[src/rtl/cluster_fire_ctrl.sv]
`timescale 1ns/1ps
module cluster_fire_ctrl #(
  parameter int N_IN  = 3,
  parameter int N_OUT = 2,
  parameter int DW    = 8
) (
  input  logic                  clk,
  input  logic                  rst,
  input  logic [N_IN-1:0]       in_valid,
  input  logic [N_IN*DW-1:0]    in_data,
  output logic [N_IN-1:0]       in_ready,
  output logic [N_OUT-1:0]      out_valid,
  output logic [N_OUT*DW-1:0]   out_data,
  input  logic [N_OUT-1:0]      out_ready
);

  logic [N_OUT-1:0] full;
  logic [N_OUT-1:0] room;
  logic             fire;
  logic [DW-1:0]    mid;

  assign room     = ~full | out_ready;
  assign fire     = (&in_valid) & (&room);
  assign in_ready = {N_IN{fire}};

  always_comb begin
    mid = '0;
    for (int i = 0; i < N_IN; i++) mid = mid + in_data[i*DW +: DW];
  end

  for (genvar j = 0; j < N_OUT; j++) begin : g_out
    localparam int SH = j % DW;
    logic [DW-1:0] res;
    logic [DW-1:0] hold_q;
    logic          full_q;

    if (SH == 0) begin : g_plain
      assign res = mid;
    end else begin : g_rot
      assign res = {mid[DW-1-SH:0], mid[DW-1:DW-SH]};
    end

    always_ff @(posedge clk) begin
      if (rst)               full_q <= 1'b0;
      else if (fire)         full_q <= 1'b1;
      else if (out_ready[j]) full_q <= 1'b0;
    end

    always_ff @(posedge clk) begin
      if (rst)       hold_q <= '0;
      else if (fire) hold_q <= res;
    end

    assign full[j]              = full_q;
    assign out_valid[j]         = full_q;
    assign out_data[j*DW +: DW] = hold_q;

    AST_HOLD_STABLE: assert property (@(posedge clk) disable iff (rst)
      (out_valid[j] && !out_ready[j]) |=> (out_valid[j] && $stable(out_data[j*DW +: DW])))
      else $error("held output changed");
    AST_DRAIN_CLEARS: assert property (@(posedge clk) disable iff (rst)
      (out_valid[j] && out_ready[j] && !(|in_ready)) |=> !out_valid[j])
      else $error("accepted output not cleared");
  end

  AST_RESET_EMPTY: assert property (@(posedge clk)
    rst |=> (out_valid == '0))
    else $error("token present after reset");
  AST_FIRE_NEEDS_INPUTS: assert property (@(posedge clk) disable iff (rst)
    (|in_ready) |-> (&in_valid))
    else $error("fired without all inputs");
  AST_FIRE_NEEDS_ROOM: assert property (@(posedge clk) disable iff (rst)
    (|in_ready) |-> (&(~out_valid | out_ready)))
    else $error("fired into a blocked output");
  AST_FIRE_FILLS_ALL: assert property (@(posedge clk) disable iff (rst)
    (|in_ready) |=> (&out_valid))
    else $error("partial production");

endmodule

[config.mk]
export PLATFORM = sky130hd
export DESIGN_NAME = cluster_fire_ctrl
export DESIGN_NICKNAME = d
export VERILOG_FILES = /design/src/rtl/cluster_fire_ctrl.sv
export SDC_FILE = /design/constraint.sdc
export NUM_CORES = 1
export LEC_CHECK = 0
export BUFFER_PORTS_ARGS = -buffer_cell sky130_fd_sc_hd__clkbuf_2
export CAP_MARGIN = 5
export CELL_PAD_IN_SITES_DETAIL_PLACEMENT = 0
export CELL_PAD_IN_SITES_GLOBAL_PLACEMENT = 1
export CORE_MARGIN = 2
export CORE_UTILIZATION = 34
export CTS_BUF_LIST = sky130_fd_sc_hd__clkbuf_8
export CTS_CLUSTER_DIAMETER = 150
export DETAILED_ROUTE_END_ITERATION = 8
export PLACE_DENSITY_LB_ADDON = 0.05
export SYNTH_ARGS = -nofsm -noshare
export SYNTH_HDL_FRONTEND = slang
export SYNTH_SLANG_ARGS = --single-unit
[constraint.sdc]
create_clock -name clk -period 3.9 [get_ports clk]
set_clock_uncertainty 0.2 [all_clocks]
set_input_delay 0.39 -clock clk [delete_from_list [all_inputs] [get_ports clk]]
set_output_delay 0.39 -clock clk [all_outputs]
set_load 0.005 [all_outputs]
==> reports/results.tsv <==
stage	metric	value	unit
yosys	Seq cells post-synth	10	
floorplanning	Core Rows	18	
global_routing	GRT met2 Usage	21.03	%
cts	clk_lat worst skew	0.23	ns
sta	RSZ-0062 raised after global routing	false	
yosys	number of synthesized flops with an enable pin	0	
routing	WL/cell	10.38	um
sta	Worst-Margin Slew	0.4519	ns
critical_path	cell mode on critical path	fa_1	
global_routing	largest net degree at the start of global routing	13	
worst_hold_path	Hold Crit Class	input port to flip-flop	
pwr	Peak supply drop	0.1672	mV
global_routing	GRT busiest layer	met2	
floorplanning	chip height	54.68	um
cts	clock buffer count from CTS	3	
cts	CTS Hold Bufs	0	
yosys	synth top area cells	dfxtp_1, fa_1, buf_4, ha_1, xnor2_1	
outcome	status	complete, no violations	
critical_path	slowest cell on the critical path	fa_1	
routing	WL final	1692	um
routing	initial DRC count	5	
sta	Fmax	403.9	MHz
pwr	P per Cell Area	325.8	nW/um2
cts	H-tree depth	1	
final_layout	area grow syn2layout	26.07	%
placement	Post-DP Area	1060	um2
routing	Post-DRT Antenna Nets	0	
global_routing	met3 Use GR	2.732	%
cts	CTS tree	yes	
yosys	Cells after Synth	94	
routing	DRC	0	
sta	worst setup margin	1.424	ns
critical_path	startpoint types	input port	
final_layout	most common cell after layout, fill and taps aside	clkbuf_2	
yosys	Distinct cells, synth	30	
final_layout	diode count	0	
routing	Via density	4.650	
critical_path	Worst setup EP type	flip-flop	
critical_path	r2r startpoint	g_out[0].full_q$_SDFFE_PP0P_	
yosys	Synth area leader	dfxtp_1	
cts	CTS sink cnt	10	
yosys	Seq/Total Area, Yosys	22.92	%
critical_path	cell chain of the critical path	clkbuf_2 -> fa_1 -> ha_1 -> inv_1 -> fa_1 -> nor2b_4 -> o31a_1 -> o22ai_2 -> xnor2_1 -> a211oi_2	
routing	DRT Pass-1 Iters	4	
cts	CTS max path bufs	2	
sta	Finish-stage setup viols	0	
global_routing	number of antenna violations at the first check in global routing	0	
cts	postcts setup bufs	0	
critical_path	Reg2Reg Depth	4	
placement	# port buffers	51	
global_routing	grt ovf	0	
global_routing	total track usage	13.03	%
critical_path	R2R Setup Slk	2.26	ns
cts	root buffer cell	clkbuf_8	
sta	final hold vios	0	
pwr	Static Leakage	0.5618	nW
critical_path	CP arrival	2.43	ns
placement	Final Wtd Congestion	0.7813	
critical_path	CP peak stage delay	0.53	ns
worst_hold_path	worst hold path stage count	3	
critical_path	reg-to-reg endpoint	g_out[0].hold_q[6]$_SDFFE_PP0P_	
yosys	ys flop type	dfxtp_1	
run	Max Cap Viol	0	
global_routing	met1 Use GR	15.53	%
sta	Period minus WS final	2.476	ns
sta	Worst slew margin	69.79	%
critical_path	CP max FO	3	
global_routing	global-route wire length before repair	2732	um
cts	clock-pin slew on the worst setup and hold paths	0.05	ns
cts	post-CTS resize count	0	
worst_hold_path	WHS Endpoint	g_out[1].full_q$_SDFFE_PP0P_	
floorplanning	I/O pin count	52	
critical_path	Crit Path Class	input port to flip-flop	
floorplanning	initial core utilization	35.58	%
final_layout	Final nets	180	
sta	fin crit share	63.48	%
yosys	post-synth net total	139	
yosys	ys async rst share	0	%
worst_hold_path	hold_sp	out_ready[1]	
sta	final count of pins violating max slew	0	
placement	HPWL Detailed	1412	um
sta	total negative slack	0	ns
routing	via count	758	
yosys	Syn Area/Cell	9.291	um2
final_layout	most frequent cells in the layout	clkbuf_2, dfxtp_1, fa_1	
placement	pre-CTS WS	1.189	ns
floorplanning	Die W	54.68	um
yosys	Ys Warns	0	
floorplanning	Die ar.	2990	um2
global_routing	vias in the first global route	675	
floorplanning	core box area	2455	um2
yosys	Yosys top cell area share	22.92	%
final_layout	ratio of cells with drive above 1 in the final layout	43.61	%
final_layout	final instance area	1101	um2
critical_path	Worst Path Required	3.86	ns
yosys	Mapped Area	873.3	um2
[stage by stage]
stage / total power, mW / std cells / util [%] / hold slack (ns)
6_report: 0.3588 / 163 / 44.85 / 0.2494
5_1_grt: 0.3906 / 163 / 44.85 / 0.2511
4_1_cts: 0.3633 / 163 / 44.85 / 0.2481
3_5_place_dp: 0.2553 / 160 / 43.17 / 0.2647
3_3_place_gp: 0.2532 / 160 / 43.17 / 0.2584
2_1_floorplan: 0.2173 / 94 / - / 0.2614
[state kept, by name, summed over array words and instances, names as in the netlist]
register and flops:
g_out.hold_q 8, g_out.full_q 2
[cell usage after synthesis, types with 2 or more instances]
cell	count
dfxtp_1	10
nor2_1	7
nand2b_1	2
a211oi_1	5
nand2_1	4
inv_1	7
a21oi_1	7
nand3_1	2
buf_4	13
ha_1	6
xnor2_1	5
fa_1	8
[worst max-delay path, delay by kind of cell]
family	cells	cell delay (ns)
AND/OR/NAND/NOR	1	0.14
XOR/XNOR	1	0.14
adder cells (fa/ha/maj)	3	1.15
AO/OA/AOI/OAI	3	0.45
buffers and inverters	2	0.15
[cell families (layout without fill, tap and decap cells)]
kind of cell / count (synthesis) / in the layout / share of synthesized area [%]
adders and majority gates: 14 / 14 / 26.93
and+or+nand+nor: 22 / 22 / 13.61
AOI/OAI and AO/OA: 20 / 20 / 15.90
buffers and inverters: 23 / 62 / 15.61
xor gates and xnor gates: 5 / 5 / 5.014
DFF: 10 / 10 / 22.92
[final cells by class]
type / instances / area, um2
Clock buffer: 3 / 41.29
Fill cell: 273 / 1354
Inverter: 8 / 30.03
Multi-Input combinational cell: 61 / 536.8
Sequential cell: 10 / 200.2
Tap cell: 30 / 37.54
Timing Repair Buffer: 51 / 255.2
[power breakdown]
group	switching, mW	internal (mW)	total [mW]	leakage (nW)
sequential	0.00398	0.109	0.113	0.0815
combinational	0.0696	0.0705	0.140	0.459
clock	0.0387	0.0675	0.106	0.0216
total	0.112	0.247	0.359	0.562
[layer usage]
layer,vias up,part of all wire (%)
li1,382,-
met1,346,44
met2,28,49
met3,2,6.0
met4,0,1.1
met5,-,0
[worst max path at each step]
stage / to / cells after the start / startpoint / slack, ns
6_report: g_out[1].hold_q[0]$_SDFFE_PP0P_ / 10 / in_data[1] / 1.42
5_1_grt: g_out[1].hold_q[0]$_SDFFE_PP0P_ / 10 / in_data[1] / 1.29
4_1_cts: g_out[1].hold_q[0]$_SDFFE_PP0P_ / 10 / in_data[1] / 1.42
3_5_place_dp: g_out[1].hold_q[0]$_SDFFE_PP0P_ / 10 / in_data[1] / 1.19
3_3_place_gp: g_out[1].hold_q[0]$_SDFFE_PP0P_ / 10 / in_data[1] / 1.22
2_1_floorplan: g_out[1].hold_q[0]$_SDFFE_PP0P_ / 9 / in_data[1] / 1.39
No activity file was read; power rests on OpenSTA's default activity.
